### src/rtl/dsadc_pkg.sv
`timescale 1ns/1ps
package dsadc_pkg;

  typedef enum logic [2:0] {
    ST_IDLE,
    ST_AZ,
    ST_INT,
    ST_DEINT,
    ST_IOZ
  } ctl_st_t;

  // Phase select code driven to the front end for a controller state.
  function automatic logic [1:0] ph_of(ctl_st_t s);
    case (s)
      ST_INT:   return 2'b10;
      ST_DEINT: return 2'b11;
      ST_IOZ:   return 2'b00;
      default:  return 2'b01;
    endcase
  endfunction

  // Legal successor of a phase code.
  function automatic logic [1:0] ph_next(logic [1:0] p);
    case (p)
      2'b01:   return 2'b10;
      2'b10:   return 2'b11;
      2'b11:   return 2'b00;
      default: return 2'b01;
    endcase
  endfunction

  // A programmed length of zero behaves as one clock.
  function automatic int unsigned min_one(int unsigned v);
    return (v == 0) ? 1 : v;
  endfunction

  // Remove the fixed comparator path latency from a raw count.
  function automatic int unsigned corr_count(int unsigned raw, int unsigned lat);
    return (raw >= lat) ? raw - lat : 0;
  endfunction

  // Apply polarity to a magnitude.
  function automatic int signed_mag(logic positive, int unsigned m);
    return positive ? int'(m) : -int'(m);
  endfunction

endpackage

### src/rtl/dsadc_cmp_sync.sv
`timescale 1ns/1ps
module dsadc_cmp_sync #(
  parameter int STAGES = 2
) (
  input  logic clk,
  input  logic rst_n,
  input  logic cmp_i,
  output logic lvl_o,
  output logic fall_o
);

  logic [STAGES-1:0] chain;
  logic              prev_q;

  genvar g;
  generate
    for (g = 0; g < STAGES; g++) begin : g_stage
      if (g == 0) begin : g_first
        always_ff @(posedge clk or negedge rst_n) begin
          if (!rst_n) chain[0] <= 1'b0;
          else        chain[0] <= cmp_i;
        end
      end else begin : g_next
        always_ff @(posedge clk or negedge rst_n) begin
          if (!rst_n) chain[g] <= 1'b0;
          else        chain[g] <= chain[g-1];
        end
      end
    end
  endgenerate

  always_ff @(posedge clk or negedge rst_n) begin
    if (!rst_n) prev_q <= 1'b0;
    else        prev_q <= chain[STAGES-1];
  end

  assign lvl_o  = chain[STAGES-1];
  assign fall_o = prev_q & ~chain[STAGES-1];

endmodule

### src/rtl/dsadc_phase_ctl.sv
`timescale 1ns/1ps
module dsadc_phase_ctl
  import dsadc_pkg::*;
#(
  parameter int LEN_W   = 16,
  parameter int MAX_CNT = 1000,
  parameter int IOZ_MAX = 64,
  parameter int CNT_W   = $clog2(MAX_CNT + 1)
) (
  input  logic             clk,
  input  logic             rst_n,
  input  logic             start_i,
  input  logic             cmp_lvl,
  input  logic             cmp_fall,
  input  logic [LEN_W-1:0] az_len_i,
  input  logic [LEN_W-1:0] int_len_i,
  output logic [1:0]       phase_o,
  output logic             busy_o,
  output logic             int_last,
  output logic             deint_fall,
  output logic             deint_ovr,
  output logic             ioz_tmo,
  output logic             conv_end,
  output logic [CNT_W-1:0] dcnt_o
);

  localparam int ZW = (IOZ_MAX > 2) ? $clog2(IOZ_MAX) : 1;

  ctl_st_t          st;
  logic [LEN_W-1:0] tmr, az_q, int_q, az_eff, int_eff;
  logic [CNT_W-1:0] dcnt;
  logic [ZW-1:0]    ztmr;
  logic             az_last, ioz_ok, start_ok;

  assign az_eff  = LEN_W'(min_one(32'(az_q)));
  assign int_eff = LEN_W'(min_one(32'(int_q)));

  assign start_ok   = (st == ST_IDLE) && start_i;
  assign az_last    = (st == ST_AZ)  && (tmr == az_eff - LEN_W'(1));
  assign int_last   = (st == ST_INT) && (tmr == int_eff - LEN_W'(1));
  assign deint_fall = (st == ST_DEINT) && cmp_fall;
  assign deint_ovr  = (st == ST_DEINT) && !cmp_fall && (dcnt == CNT_W'(MAX_CNT));
  assign ioz_ok     = (st == ST_IOZ) && cmp_lvl;
  assign ioz_tmo    = (st == ST_IOZ) && !cmp_lvl && (ztmr == ZW'(IOZ_MAX - 1));
  assign conv_end   = ioz_ok || ioz_tmo;

  always_ff @(posedge clk or negedge rst_n) begin
    if (!rst_n) begin
      st    <= ST_IDLE;
      tmr   <= '0;
      az_q  <= '0;
      int_q <= '0;
      dcnt  <= '0;
      ztmr  <= '0;
    end else begin
      case (st)
        ST_IDLE: begin
          if (start_ok) begin
            st    <= ST_AZ;
            tmr   <= '0;
            az_q  <= az_len_i;
            int_q <= int_len_i;
          end
        end
        ST_AZ: begin
          if (az_last) begin
            st  <= ST_INT;
            tmr <= '0;
          end else begin
            tmr <= tmr + LEN_W'(1);
          end
        end
        ST_INT: begin
          if (int_last) begin
            st   <= ST_DEINT;
            dcnt <= '0;
          end else begin
            tmr <= tmr + LEN_W'(1);
          end
        end
        ST_DEINT: begin
          if (deint_fall || deint_ovr) begin
            st   <= ST_IOZ;
            ztmr <= '0;
          end else begin
            dcnt <= dcnt + CNT_W'(1);
          end
        end
        ST_IOZ: begin
          if (conv_end) st <= ST_IDLE;
          else          ztmr <= ztmr + ZW'(1);
        end
        default: st <= ST_IDLE;
      endcase
    end
  end

  assign phase_o = ph_of(st);
  assign busy_o  = (st != ST_IDLE);
  assign dcnt_o  = dcnt;

endmodule

### src/rtl/dsadc_result.sv
`timescale 1ns/1ps
module dsadc_result
  import dsadc_pkg::*;
#(
  parameter int MAX_CNT  = 1000,
  parameter int SYNC_LAT = 2,
  parameter int CNT_W    = $clog2(MAX_CNT + 1),
  parameter int RW       = CNT_W + 1
) (
  input  logic             clk,
  input  logic             rst_n,
  input  logic             int_last,
  input  logic             cmp_lvl,
  input  logic             deint_fall,
  input  logic             deint_ovr,
  input  logic [CNT_W-1:0] dcnt,
  input  logic             conv_end,
  input  logic             ioz_tmo,
  output logic             done_o,
  output logic             polarity_o,
  output logic [RW-1:0]    result_o,
  output logic             overrange_o,
  output logic             zero_err_o
);

  logic             pol_q, ovr_q;
  logic [CNT_W-1:0] mag_q;

  always_ff @(posedge clk or negedge rst_n) begin
    if (!rst_n) begin
      pol_q <= 1'b0;
      ovr_q <= 1'b0;
      mag_q <= '0;
    end else begin
      if (int_last) pol_q <= cmp_lvl;
      if (deint_fall) begin
        mag_q <= CNT_W'(corr_count(32'(dcnt), SYNC_LAT));
        ovr_q <= 1'b0;
      end else if (deint_ovr) begin
        mag_q <= CNT_W'(MAX_CNT);
        ovr_q <= 1'b1;
      end
    end
  end

  always_ff @(posedge clk or negedge rst_n) begin
    if (!rst_n) begin
      done_o      <= 1'b0;
      polarity_o  <= 1'b0;
      result_o    <= '0;
      overrange_o <= 1'b0;
      zero_err_o  <= 1'b0;
    end else begin
      done_o <= conv_end;
      if (conv_end) begin
        polarity_o  <= pol_q;
        result_o    <= RW'(signed_mag(pol_q, 32'(mag_q)));
        overrange_o <= ovr_q;
        zero_err_o  <= ioz_tmo;
      end
    end
  end

endmodule

### src/rtl/dualslope_seq.sv
`timescale 1ns/1ps
module dualslope_seq #(
  parameter int LEN_W       = 16,
  parameter int MAX_CNT     = 1000,
  parameter int IOZ_MAX     = 64,
  parameter int SYNC_STAGES = 2,
  localparam int CNT_W      = $clog2(MAX_CNT + 1),
  localparam int RW         = CNT_W + 1
) (
  input  logic             clk,
  input  logic             rst_n,
  input  logic             start_i,
  input  logic             cmp_i,
  input  logic [LEN_W-1:0] az_len_i,
  input  logic [LEN_W-1:0] int_len_i,
  output logic [1:0]       phase_o,
  output logic             busy_o,
  output logic             done_o,
  output logic             polarity_o,
  output logic [RW-1:0]    result_o,
  output logic             overrange_o,
  output logic             zero_err_o
);

  // Named internal events, visible to the bound checker.
  logic             cmp_lvl, cmp_fall;
  logic             int_last, deint_fall, deint_ovr, ioz_tmo, conv_end;
  logic [CNT_W-1:0] dcnt;

  dsadc_cmp_sync #(.STAGES(SYNC_STAGES)) u_sync (
    .clk    (clk),
    .rst_n  (rst_n),
    .cmp_i  (cmp_i),
    .lvl_o  (cmp_lvl),
    .fall_o (cmp_fall)
  );

  dsadc_phase_ctl #(
    .LEN_W   (LEN_W),
    .MAX_CNT (MAX_CNT),
    .IOZ_MAX (IOZ_MAX),
    .CNT_W   (CNT_W)
  ) u_ctl (
    .clk        (clk),
    .rst_n      (rst_n),
    .start_i    (start_i),
    .cmp_lvl    (cmp_lvl),
    .cmp_fall   (cmp_fall),
    .az_len_i   (az_len_i),
    .int_len_i  (int_len_i),
    .phase_o    (phase_o),
    .busy_o     (busy_o),
    .int_last   (int_last),
    .deint_fall (deint_fall),
    .deint_ovr  (deint_ovr),
    .ioz_tmo    (ioz_tmo),
    .conv_end   (conv_end),
    .dcnt_o     (dcnt)
  );

  dsadc_result #(
    .MAX_CNT  (MAX_CNT),
    .SYNC_LAT (SYNC_STAGES),
    .CNT_W    (CNT_W),
    .RW       (RW)
  ) u_res (
    .clk         (clk),
    .rst_n       (rst_n),
    .int_last    (int_last),
    .cmp_lvl     (cmp_lvl),
    .deint_fall  (deint_fall),
    .deint_ovr   (deint_ovr),
    .dcnt        (dcnt),
    .conv_end    (conv_end),
    .ioz_tmo     (ioz_tmo),
    .done_o      (done_o),
    .polarity_o  (polarity_o),
    .result_o    (result_o),
    .overrange_o (overrange_o),
    .zero_err_o  (zero_err_o)
  );

endmodule

### config.mk
export PLATFORM = sky130hd
export DESIGN_NAME = dualslope_seq
export DESIGN_NICKNAME = d
export VERILOG_FILES = /design/src/rtl/dsadc_pkg.sv /design/src/rtl/dsadc_cmp_sync.sv /design/src/rtl/dsadc_phase_ctl.sv /design/src/rtl/dsadc_result.sv /design/src/rtl/dualslope_seq.sv
export SDC_FILE = /design/constraint.sdc
export NUM_CORES = 1
export LEC_CHECK = 0
export BUFFER_PORTS_ARGS = -buffer_cell sky130_fd_sc_hd__buf_2
export CAP_MARGIN = 20
export CORE_ASPECT_RATIO = 0.7
export CORE_MARGIN = 1.5
export CORE_UTILIZATION = 54
export DETAILED_ROUTE_END_ITERATION = 12
export GPL_TIMING_DRIVEN = 0
export HOLD_SLACK_MARGIN = 0.15
export PLACE_DENSITY = 0.79
export SLEW_MARGIN = 25
export SYNTH_ARGS = -nofsm -noshare
export SYNTH_HDL_FRONTEND = slang
export SYNTH_SLANG_ARGS = --single-unit
### constraint.sdc
create_clock -name clk -period 3.6 [get_ports clk]
set_input_delay 0.72 -clock clk [delete_from_list [all_inputs] [get_ports clk]]
set_output_delay 0.72 -clock clk [all_outputs]
set_load 0.05 [all_outputs]
# ---- Word level (Yosys, flattened, before mapping)
# Index checks and enable logic that the tools add are counted.
dict set report word_totals {
  register_bits 97
  output_inout_bits 18
}
dict set report op_classes {
  n_lt_le_gt_ge 1
  n_eq_ne 16
  n_reduce_logical 26
  n_addsub 7
  mux 25
  n_bitwise 2
}
# cell count
set ops {}
lappend ops {{two-way mux 16 bit} 5}
lappend ops {{two-way mux 10 bit} 5}
lappend ops {{case mux 16 bit (3 select lines)} 1}
lappend ops {{== test 16 bit} 2}
lappend ops {{logical NOT 16 bit} 2}
lappend ops {{subtractor 16 x 1 -> 16 bit (second input constant)} 2}
lappend ops {{case mux 10 bit (2 select lines)} 1}
lappend ops {{adder 16 x 1 -> 16 bit (second input constant)} 1}
lappend ops {{two-way mux 3 bit} 5}
lappend ops {{case mux 3 bit (5 select lines)} 1}
lappend ops {{two-way mux 6 bit} 2}
lappend ops {{case mux 6 bit (2 select lines)} 1}
lappend ops {{two-way mux 11 bit} 1}
lappend ops {{negation 10 -> 11 bit} 1}
lappend ops {{adder 10 x 1 -> 10 bit (second input constant)} 1}
lappend ops {{== test 10 bit (second input constant)} 1}
lappend ops {{>= comparator 10 x 2 -> 1 bit (second input constant)} 1}
lappend ops {{inequality test 2 bit (second input constant)} 5}
lappend ops {{subtractor 10 x 2 -> 10 bit (second input constant)} 1}
lappend ops {{logical AND 1 bit} 9}
lappend ops {{AND reduction 3 bit} 3}
lappend ops {{adder 6 x 1 -> 6 bit (second input constant)} 1}
lappend ops {{== test 3 x 2 -> 1 bit (second input constant)} 2}
lappend ops {{== test 6 bit (second input constant)} 1}
lappend ops {{other kinds (14)} 22}

# ---- Longest topological paths before layout
# Gate-level depths: netlist of the first run.
dict set report depth {
  depth_word 8
  mapped_depth 16
}

# ---- By module
# Synthesis of the first run repeated with hierarchy kept, for this count alone.
dict set report unflattened {
  cells_unflattened 650
  hier_area_um2 6067.1
}
# mod seq_area_each_um2 instances cells_per_inst area_per_inst_um2
set modules_own_cells {}
lappend modules_own_cells {dsadc_phase_ctl 1676.6 1 486 4511.8}
lappend modules_own_cells {dsadc_result 675.6 1 160 1466.4}
lappend modules_own_cells {dsadc_cmp_sync 75.1 1 4 88.8}

# ---- Least setup slack after synthesis of the first run
# No wires, ideal clock.
dict set report synth_timing {
  path_kind {reg-to-reg}
  from {register u_ctl.int_q[5]}
  to {register u_res.pol_q}
  path_stages_with_launch 13
  period_less_slack_ns 3.370
  required_time_ns 3.475
  setup_time_ns 0.125
  path_slack_ns 0.230
  arrival_ns 3.245
  n_path_buf 2
  cell_sequence {dfrtp_1 > or4_4 > buf_6 > nor2_1 > a21oi_1 > ha_1 > xnor2_1 > or3_1 > nand2b_1 > nor4_1 > and4_4 > buf_6 > mux2_2}
}
dict set report synth_between {
  elab_chain_len 5
}
# item line_no
set synth_rtl {}
lappend synth_rtl {{start, declared} dsadc_phase_ctl.sv:30} ;# logic [LEN_W-1:0] tmr, az_q, int_q, az_eff, int_eff;
lappend synth_rtl {{start signal, assigned} dsadc_phase_ctl.sv:62} ;# int_q <= int_len_i;
lappend synth_rtl {{logical NOT 16 bit} dsadc_pkg.sv:34} ;# return (v == 0) ? 1 : v;
lappend synth_rtl {{two-way mux 16 bit (*)} dsadc_pkg.sv:34}
lappend synth_rtl {{subtractor 16 x 1 -> 16 bit (*)} dsadc_phase_ctl.sv:40} ;# assign int_last = (st == ST_INT) && (tmr == int_eff - LEN_W'(1));
lappend synth_rtl {{== test 16 bit (*)} dsadc_phase_ctl.sv:40}
lappend synth_rtl {{logical AND 1 bit (*)} dsadc_phase_ctl.sv:40}
lappend synth_rtl {{end signal, assigned} dsadc_result.sv:35} ;# if (int_last) pol_q <= cmp_lvl;
lappend synth_rtl {{end, declared} dsadc_result.sv:26} ;# logic pol_q, ovr_q;
# Mark *: on every way between the ends. The rest lies on a longest branch, timed or not.
# A chain may end at the register's enable or synchronous reset.

# ---- Worst setup path after layout of the first run
dict set report layout_timing {
  from {register u_ctl.int_q[9]}
  to {register u_ctl.tmr[8]}
}
dict set report layout_between {
  elab_chain_len 7
}
# item line_no
set layout_rtl {}
lappend layout_rtl {{logical NOT 16 bit} dsadc_pkg.sv:34}
lappend layout_rtl {{two-way mux 16 bit (*)} dsadc_pkg.sv:34}
lappend layout_rtl {{subtractor 16 x 1 -> 16 bit (*)} dsadc_phase_ctl.sv:40}
lappend layout_rtl {{== test 16 bit (*)} dsadc_phase_ctl.sv:40}
lappend layout_rtl {{logical AND 1 bit (*)} dsadc_phase_ctl.sv:40}
lappend layout_rtl {{inequality test 2 bit (no source line) (*)} -}
lappend layout_rtl {{AND reduction 3 bit (no source line) (*)} -}
lappend layout_rtl {{end signal, assigned} dsadc_phase_ctl.sv:70} ;# tmr <= tmr + LEN_W'(1);
lappend layout_rtl {{end signal, assigned} dsadc_phase_ctl.sv:78} ;# tmr <= tmr + LEN_W'(1);
lappend layout_rtl {{end, declared} dsadc_phase_ctl.sv:30}
# Marked as above.

==> results.cfg, run 1 <==
[power_and_ir_drop]
power_density_nw_per_um2 = 765
p_total_mw = 5.46
p_leak_nw = 3.08
power_frac_comb_pct = 48.3
ir_drop_mv = 0.432
internal_power_mw = 3.14
power.clock.fraction_pct = 18.6
power.switching_mw = 2.32
seqPwrFrac_pct = 33.1
sw_frac_of_total_pct = 42.5

[clocking]
clk_latency_ns = 0.35
cts_tree = yes
ctsRootBufferMaster = clkbuf_16
clkTransAtPathRegs_ns = 0.07
htreeDepth = 3
numCtsBuffers = 9
cts.path.max_buffers = 2
cts_sinks = 97
holdBufCountCts = 0

[logic_synthesis]
ys_warn_count = 0
ys_types = 73
avgSynthCellArea_um2 = 9.52
synthAdderAreaFrac_pct = 2.09
synth-simple-area-share_pct = 24.1
synth_edf_count = 0
synth-async-reset-ratio_pct = 100
synthMuxAreaShare_pct = 6.51
syn_area_um2 = 6000
synth_compound_area_share_pct = 14.9
ys_ff_latch = 97
synth-xor-area-share_pct = 7.72
synth_ff_type = dfrtp_1
synth_cells = 630
synth_top_family_by_area = simple AND/OR/NAND/NOR gates
ys_seq_area_share_pct = 40.5
synthesis.nets = 676

[critical_path]
start_kind = register
cp_max_fo = 4
end_kind = register
cp.arrival_ns = 3.82
worst-setup-path-type = reg -> reg
cp.required_ns = 3.88

[layout]
area_growth_pct = 19.0
final_cell_mix = dfrtp_1, nor2_1, buf_2
nNetsFinal = 761
diodes = 0
layout.cells.most_common = dfrtp_1
drive_above_1_share_pct = 28.1

[global_routing]
antenna_found_initial = 0
grt_pass1_wl_mm = 25.6
track_usage_pct = 27.7
grt_max_degree = 50
grt_pass1_vias = 5051
grt-ovfl-total = 0

[drt]
routed_via_density = 6.18
drt_iter0_markers = 445
vias = 5365
wirelength_mm = 15.8
wl_per_cell_um = 18.2
drc = 0
dr.pass1.iters = 5
ant_nets = 0

[floorplan]
dieHeight_um = 91.2
die_x_um = 129
io_pins = 54
core_um2 = 10600
initial_core_util_pct = 56.6
die_area_um2 = 11800
num_rows = 31

[timing]
finalSetupViolCount = 0
holdWs_ns = 0.298
skew_ns = 0.0106
slew_headroom_pct = 46.1
report.final.slew_viol_count = 0
hold_violations = 0
timing.fmax_mhz = 283
finalCritPeriodShare_pct = 98.1
post-route-min-period_ns = 3.53
tightest_slew_ns = 0.802
rsz0062_at_grt = true

[place]
io_buffers = 53
place_congestion = 0.928
hpwl_mm = 11.2

[worst_hold_path]
hp-class = in -> async

[run]
drv_cap = 0

[outcome]
status = complete, no violations
[synthesized netlist by cell type (4+ instances only)]
| library cell | instances | area (um^2) |
|---|---|---|
| nand3b_1 | 4 | 30.0 |
| buf_2 | 6 | 30.0 |
| or4_4 | 4 | 45.0 |
| buf_1 | 4 | 15.0 |
| or2_2 | 4 | 25.0 |
| xnor2_1 | 27 | 236 |
| and3_1 | 12 | 75.1 |
| a21oi_1 | 39 | 195 |
| buf_6 | 4 | 45.0 |
| and2_1 | 4 | 25.0 |
| nor4_1 | 12 | 75.1 |
| nor3b_1 | 6 | 45.0 |
| o31a_1 | 4 | 35.0 |
| xor2_1 | 24 | 210 |
| o21ai_1 | 4 | 20.0 |
| mux2_2 | 32 | 360 |
| or3_1 | 14 | 87.6 |
| nor4_4 | 4 | 85.1 |
| clkbuf_1 | 19 | 71.3 |
| o31ai_1 | 6 | 45.0 |
| or4_1 | 7 | 52.6 |
| dfrtp_1 | 97 | 2430 |
| nand4_1 | 18 | 113 |
| nor2b_1 | 4 | 25.0 |
| nor3_1 | 13 | 65.1 |
| nor2_1 | 61 | 229 |
| and4_1 | 4 | 35.0 |
| nand2b_1 | 9 | 56.3 |
| nand3_1 | 19 | 95.1 |
| o21a_1 | 5 | 37.5 |
| inv_1 | 19 | 71.3 |
| a21oi_2 | 10 | 87.6 |
| o22ai_1 | 6 | 37.5 |
| nand2_1 | 34 | 128 |
| o21ai_0 | 25 | 125 |
| ha_1 | 10 | 125 |
[power groups by stage]
stage	logic (mW)	clock network [mW]	registers, mW
after detailed placement	2.22	0	1.81
after floorplan	1.76	0	1.71
after global routing	2.88	1.07	1.84
after global placement	2.13	0	1.79
after CTS	2.40	1.03	1.78
final	2.64	1.02	1.81
[through the flow]
| stage | setup WS [ns] | util, % | instance area, um^2 | instances | setup TNS (ns) |
|---|---|---|---|---|---|
| 6_report | 0.0684 | 67.4 | 7140 | 868 | 0 |
| 5_1_grt | -0.106 | 67.4 | 7140 | 868 | -0.910 |
| 4_1_cts | 0.00114 | 65.3 | 6920 | 857 | 0 |
| 3_5_place_dp | -0.436 | 61.2 | 6480 | 832 | -8.85 |
| 3_3_place_gp | -0.328 | 60.9 | 6450 | 831 | -6.73 |
| 2_1_floorplan | 0.230 | - | 6000 | 630 | 0 |
[per-layer routing]
layer / global-route usage, % / share of wire [%] / vias to the layer above
met2: 40.5 / 44 / 211
met4: 8.99 / 1.3 / 0
met5: 0 / 0 / -
met3: 5.36 / 6.9 / 27
li1: - / - / 2472
met1: 41.2 / 47 / 2655
[worst paths after layout]
| kind | startpoint | end | slack, ns | cells past startpoint |
|---|---|---|---|---|
| min in group clk | u_sync.chain[0] | u_sync.lvl_o | 0.35 | 0 |
| max reg2reg | u_ctl.int_q[9] | u_ctl.tmr[8] | 0.07 | 15 |
| min | rst_n | u_sync.chain[0] | 0.30 | 1 |
| max | u_ctl.int_q[9] | u_ctl.tmr[8] | 0.07 | 15 |
| min reg2reg | u_sync.chain[0] | u_sync.lvl_o | 0.35 | 0 |
| max in group asynchronous | rst_n | u_ctl.az_q[4] | 2.68 | 2 |
[sequential cells by signal (all words and copies together) (netlist names)]
name and count:
u_res.mag_q 10, u_res.result_o 11, u_ctl.ztmr 6, u_sync.chain 1, u_ctl.az_q 16, u_ctl.tmr 16, u_ctl.dcnt_o 10, u_ctl.st 3
u_res.pol_q 1, u_ctl.int_q 16, u_res.zero_err_o 1, u_sync.lvl_o 1, u_res.overrange_o 1, u_res.polarity_o 1, u_res.ovr_q 1, u_sync.prev_q 1
u_res.done_o 1
[logic make-up after synthesis]
family | count (synthesis)
AND/OR/NAND/NOR | 248
AO/OA/AOI/OAI | 134
flip-flops | 97
buffers and inverters | 54
XOR/XNOR | 52
multiplexers | 35
adder cells (fa/ha/maj) | 10
[worst max-delay path, stage by stage, from the launching register on]
cell and delay [ns]:
dfrtp_2 0.41, or4_1 0.55, buf_6 0.15, nor3_4 0.18, a21oi_2 0.09, ha_2 0.22, buf_4 0.15, nand2b_4 0.14
o211a_1 0.13, o31ai_4 0.24, buf_4 0.15, nand4_1 0.10, nor2_1 0.25, a41oi_1 0.30, a31o_1 0.30, a21oi_2 0.10
[cell type report]
| cell class | count | area, um^2 |
|---|---|---|
| Fill cell | 859 | 3450 |
| Clock buffer | 11 | 253 |
| Buffer | 34 | 198 |
| Clock inverter | 5 | 61.3 |
| Multi-Input combinational cell | 479 | 3460 |
| Inverter | 19 | 71.3 |
| Tap cell | 148 | 185 |
| Sequential cell | 97 | 2440 |
| Timing Repair Buffer | 75 | 474 |
[timing repair]
action                                  in CTS  in global routing
endpoints found under the setup margin      29                 29
gates cloned                                 0                  1
setup buffers                               10                 10
gates resized for setup                     15                 26
pin swaps                                    5                 11
Power figures use the tool's default switching activity.
==> run 2, diff against run 1 <==
--- a/config.mk
+++ b/config.mk
@@ -7,9 +7,11 @@
 export LEC_CHECK = 0
 export BUFFER_PORTS_ARGS = -buffer_cell sky130_fd_sc_hd__buf_2
 export CAP_MARGIN = 20
+export CELL_PAD_IN_SITES_DETAIL_PLACEMENT = 1
+export CELL_PAD_IN_SITES_GLOBAL_PLACEMENT = 1
 export CORE_ASPECT_RATIO = 0.7
 export CORE_MARGIN = 1.5
-export CORE_UTILIZATION = 54
+export CORE_UTILIZATION = 42
 export DETAILED_ROUTE_END_ITERATION = 12
 export GPL_TIMING_DRIVEN = 0
 export HOLD_SLACK_MARGIN = 0.15
==> run 2 against run 1 <==
Effect of this change: design area increased by 2.1%; core utilization decreased by 15 points; clock power about the same; setup slack got worse by 0.047 ns; combinational power increased by 4%; via count increased by 0.89%; die area increased by 28%; critical path depth unchanged; global-route usage decreased by 3.4 points; register-to-register slack got worse by 0.05 ns; critical path type unchanged.
==> results.cfg, run 2 (same netlist as run 1, synthesis figures left out) <==
[drt]
drt_iter0_markers = 321
vias = 5413
ant_nets = 0
wl_per_cell_um = 20.0
dr.pass1.iters = 5
wirelength_mm = 18.2
drc = 0
routed_via_density = 5.95

[critical_path]
end_kind = register
slowest_delay_ns = 0.55
cp.required_ns = 3.84
crit_slowest_cell = or4_4
crit_chain = or4_4 > buf_8 > nor3_4 > a21oi_4 > ha_4 > buf_6 > nand2b_4 > o211a_1 > o31ai_4 > nand2b_4 > nor4_4 > and4_4 > buf_8 > buf_6 > mux2_4
cp.arrival_ns = 3.82
start_kind = register
worst-setup-path-type = reg -> reg
cp_max_fo = 8

[timing]
finalCritPeriodShare_pct = 99.4
slew_headroom_pct = 53.8
post-route-min-period_ns = 3.58
timing.fmax_mhz = 279
skew_ns = 0.00963
tightest_slew_ns = 0.692
rsz0062_at_grt = true
report.final.slew_viol_count = 0
finalSetupViolCount = 0
hold_violations = 0

[global_routing]
grt-ovfl-total = 0
grt_max_degree = 60
grt_pass1_vias = 5260
grt_pass1_wl_mm = 28.3
track_usage_pct = 24.3
antenna_found_initial = 0

[place]
place_congestion = 0.866
io_buffers = 53
dp.cells = 874
hpwl_mm = 12.6

[clocking]
numCtsBuffers = 9
clk_latency_ns = 0.36
cts_tree = yes
ctsRootBufferMaster = clkbuf_16
holdBufCountCts = 0
cts_sinks = 97
clkTransAtPathRegs_ns = 0.07
htreeDepth = 3
cts.path.max_buffers = 2

[layout]
nNetsFinal = 762
fin_cells = 910
reg.largest.list = u_ctl.az_q: 16 flops, u_ctl.int_q: 16 flops, u_ctl.tmr: 16 flops
drive_above_1_share_pct = 29.0
layout.cells.most_common = dfrtp_1
final_cell_mix = dfrtp_1, nor2_1, buf_2
diodes = 0
area_growth_pct = 21.5

[power_and_ir_drop]
ir_drop_mv = 0.493
power_density_nw_per_um2 = 773
p_leak_nw = 3.13
p_total_mw = 5.63

[floorplan]
io_pins = 54
dieHeight_um = 103
num_rows = 36
die_area_um2 = 15000
core_um2 = 13900
initial_core_util_pct = 43.1
die_x_um = 146

[run]
drv_cap = 0

[outcome]
status = complete, no violations

[worst_hold_path]
hp-class = in -> async
[run 2: cell count changes in the layout (fill, tap and decap cells not counted), sizes merged]
| cell | change |
|---|---|
| bufinv | +1 |
| clkbuf | +2 |
| clkinv | +1 |
| clkinvlp | -3 |
| inv | -1 |
[run 2: layout make-up]
class / instances / area (um^2)
multi-input cells: 479 / 3530
fillers: 1574 / 6630
repair buffers: 76 / 493
inverters: 19 / 71.3
clock buffers: 12 / 246
flip-flops and latches: 97 / 2440
clock inverters: 3 / 65.1
plain buffers: 34 / 198
well taps: 190 / 238
[run 2: where the power goes]
part	total [mW]	internal [mW]	switching, mW
Clock	1.05	0.624	0.425
Sequential	1.84	1.39	0.449
Combinational	2.74	1.19	1.55
Total	5.63	3.21	2.42
[run 2: repair_timing]
action,CTS,global route
setup endpoints to repair,29,28
gates cloned,0,1
buffers inserted,10,11
resized for setup,18,42
pin swaps,6,14
[run 2: critical path: cells and delay by family (launching register included)]
| family | cells | cell delay (ns) |
|---|---|---|
| simple gates | 6 | 1.53 |
| fa+ha+maj | 1 | 0.19 |
| buf+inv | 4 | 0.52 |
| mux | 1 | 0.28 |
| compound gates | 3 | 0.50 |
| flops | 1 | 0.44 |
[run 2: path summary, 6_finish.rpt]
kind,slack [ns],end,depth (start not counted),startpoint
worst max-delay path,0.02,u_res.pol_q,15,u_ctl.int_q[10]
worst min-delay path,0.27,u_sync.chain[0],1,rst_n
worst max register to register,0.02,u_res.pol_q,15,u_ctl.int_q[10]
worst min register to register,0.36,u_sync.lvl_o,0,u_sync.chain[0]
max in group asynchronous,2.68,u_ctl.int_q[10],2,rst_n
min in group clk,0.36,u_sync.lvl_o,0,u_sync.chain[0]
[run 2: layer usage]
metal	vias to the layer above	wire length, um	track usage, %
li1	2467	-	-
met1	2760	8420	33.1
met2	158	8570	39.5
met3	28	950	5.88
met4	0	251	5.57
met5	-	0	0
[run 2: through the flow]
step	TNS [ns]	area [um^2]	util [%]	setup WS [ns]	hold WS, ns
after floorplan	0	6000	-	0.230	0.331
after global placement	-4.69	6500	46.7	-0.273	0.342
after detailed placement	-10.62	6540	47.0	-0.498	0.340
after CTS	-0.0213	6990	50.2	-0.0213	0.278
after global routing	-0.659	7290	52.3	-0.0862	0.291
final	0	7290	52.3	0.0209	0.268
==> run 3, diff against run 2 <==
--- a/config.mk
+++ b/config.mk
@@ -11,11 +11,11 @@
 export CELL_PAD_IN_SITES_GLOBAL_PLACEMENT = 1
 export CORE_ASPECT_RATIO = 0.7
 export CORE_MARGIN = 1.5
-export CORE_UTILIZATION = 42
+export CORE_UTILIZATION = 47
 export DETAILED_ROUTE_END_ITERATION = 12
 export GPL_TIMING_DRIVEN = 0
 export HOLD_SLACK_MARGIN = 0.15
-export PLACE_DENSITY = 0.79
+export PLACE_DENSITY = 0.84
 export SLEW_MARGIN = 25
 export SYNTH_ARGS = -nofsm -noshare
 export SYNTH_HDL_FRONTEND = slang
==> constraint.sdc (replaced) <==
create_clock -name clk -period 4.08 [get_ports clk]
set_input_delay 0.816 -clock clk [delete_from_list [all_inputs] [get_ports clk]]
set_output_delay 0.816 -clock clk [all_outputs]
set_load 0.05 [all_outputs]
==> run 3 against run 2 <==
Effect of this change: clock skew down 0.0041 ns; clock power fell by 8%; cell count is 5.2% lower; critical path depth unchanged; setup slack improved by 0.30 ns; design area down 5.3%; die area is 10% lower; critical path type unchanged; hold slack better by 0.068 ns; highest routed layer unchanged; largest cell class unchanged; register-to-register slack better by 0.30 ns; core utilization rose by 3.2 points.
==> results.cfg, run 3 (same netlist as run 1, synthesis figures left out) <==
[outcome]
status = complete, no violations

[timing]
setup_ws_ns = 0.318
post-route-min-period_ns = 3.76
tightest_slew_ns = 0.903
tns_ns = 0
timing.fmax_mhz = 266
finalSetupViolCount = 0
hold_violations = 0
report.final.slew_viol_count = 0
rsz0062_at_grt = false
finalCritPeriodShare_pct = 92.2
skew_ns = 0.00557
slew_headroom_pct = 39.3
holdWs_ns = 0.336

[clocking]
numCtsBuffers = 9
ctsRootBufferMaster = clkbuf_16
clk_latency_ns = 0.35
clkTransAtPathRegs_ns = 0.07
cts_tree = yes
htreeDepth = 3
cts.path.max_buffers = 2
cts_sinks = 97

[power_and_ir_drop]
power_density_nw_per_um2 = 680
ir_drop_mv = 0.292
p_leak_nw = 2.96
p_total_mw = 4.69

[drt]
drt_iter0_markers = 286
routed_via_density = 6.00
ant_nets = 0
drc = 0
wirelength_mm = 17.2
vias = 5180
wl_per_cell_um = 19.9
dr.pass1.iters = 4

[floorplan]
core_um2 = 12400
die_area_um2 = 13500
dieHeight_um = 97.5
num_rows = 34
io_pins = 54
die_x_um = 138
initial_core_util_pct = 48.3

[critical_path]
worst-setup-path-type = reg -> reg
cp.arrival_ns = 4.05
reg2reg_from = u_ctl.int_q[10]
end_kind = register
r2r_end = u_ctl.tmr[13]
cp_max_fo = 10
cp.required_ns = 4.37
start_kind = register
r2r_cells = 15
reg2reg_slack_ns = 0.32

[layout]
nNetsFinal = 742
area_growth_pct = 15.1
finalCoreUtilization_pct = 55.6
diodes = 0
layout.cells.most_common = dfrtp_1
drive_above_1_share_pct = 24.4
num-fill-cells = 1434
fin_cells = 863
final_cell_mix = dfrtp_1, nor2_1, buf_2
final_area_um2 = 6900
reg.largest.list = u_ctl.az_q: 16 flops, u_ctl.int_q: 16 flops, u_ctl.tmr: 16 flops

[run]
drv_cap = 0

[global_routing]
grt_pass1_vias = 5603
grt_max_degree = 67
grt_pass1_wl_mm = 29.3
track_usage_pct = 27.1
grt-ovfl-total = 0
antenna_found_initial = 0

[place]
place_area_um2 = 6500
hpwl_mm = 12.8
place_congestion = 0.947
dp.cells = 846
io_buffers = 53
place_ws_ns = -0.0922

[worst_hold_path]
hp-class = in -> async
run 3: changes by cell type in the layout (fill, tap and decap cells not counted), sizes merged:
cell / change
buf: -18
clkinvlp: +1
inv: +2
clkbuf: -4
run 3: area by class of cell:
| type | count | area (um^2) | area share, % |
|---|---|---|---|
| plain buffers | 34 | 178 | 2.57 |
| clock buffers | 10 | 239 | 3.46 |
| clock inverters | 6 | 98.8 | 1.43 |
| inverters | 19 | 71.3 | 1.03 |
| multi-input cells | 479 | 3360 | 48.7 |
| flip-flops and latches | 97 | 2430 | 35.3 |
| well taps | 162 | 203 | 2.94 |
| repair buffers | 56 | 314 | 4.55 |
run 3: timing repair:
action                     in CTS  in global routing
pin swaps                       1                  2
setup endpoints to repair      14                 29
setup buffers                   1                  1
hold buffers                    0                  0
gates resized for setup         2                 13
run 3: how the worst max path moves through the flow:
stage                     from       endpoint  slack, ns  cells past startpoint
4_1_cts        u_ctl.int_q[10]  u_ctl.tmr[13]       0.01                     15
2_1_floorplan   u_ctl.int_q[5]    u_res.pol_q       0.71                     12
3_3_place_gp     u_ctl.az_q[5]  u_ctl.tmr[14]       0.12                     16
3_5_place_dp     u_ctl.az_q[5]  u_ctl.tmr[15]      -0.09                     16
5_1_grt        u_ctl.int_q[10]   u_ctl.tmr[2]       0.05                     15
6_report       u_ctl.int_q[10]  u_ctl.tmr[13]       0.32                     15
run 3: worst max-delay path: stages (launching register included):
cell,delay (ns)
dfrtp_2,0.43
or4_1,0.13
buf_2,0.18
nor3_2,0.07
a21oi_2,0.18
ha_2,0.25
or3b_2,0.49
or4_1,0.52
nand3_1,0.11
o21ai_0,0.13
nor4_2,0.32
and4_4,0.33
buf_6,0.16
buf_6,0.15
o21ai_0,0.12
a21oi_2,0.14
run 3: report_power, final:
| part | switching (mW) | internal [mW] | leakage [nW] |
|---|---|---|---|
| clock | 0.405 | 0.564 | 0.163 |
| sequential | 0.399 | 1.23 | 1.26 |
| combinational | 1.21 | 0.895 | 1.54 |
| total | 2.01 | 2.68 | 2.96 |
run 3: per-layer routing:
layer | GRT usage, % | part of all wire [%] | vias to the layer above
met2 | 43.4 | 46 | 101
met4 | 6.56 | 1.1 | 0
met5 | 0 | 0 | -
met1 | 38.1 | 48 | 2633
li1 | - | - | 2427
met3 | 4.93 | 4.7 | 19
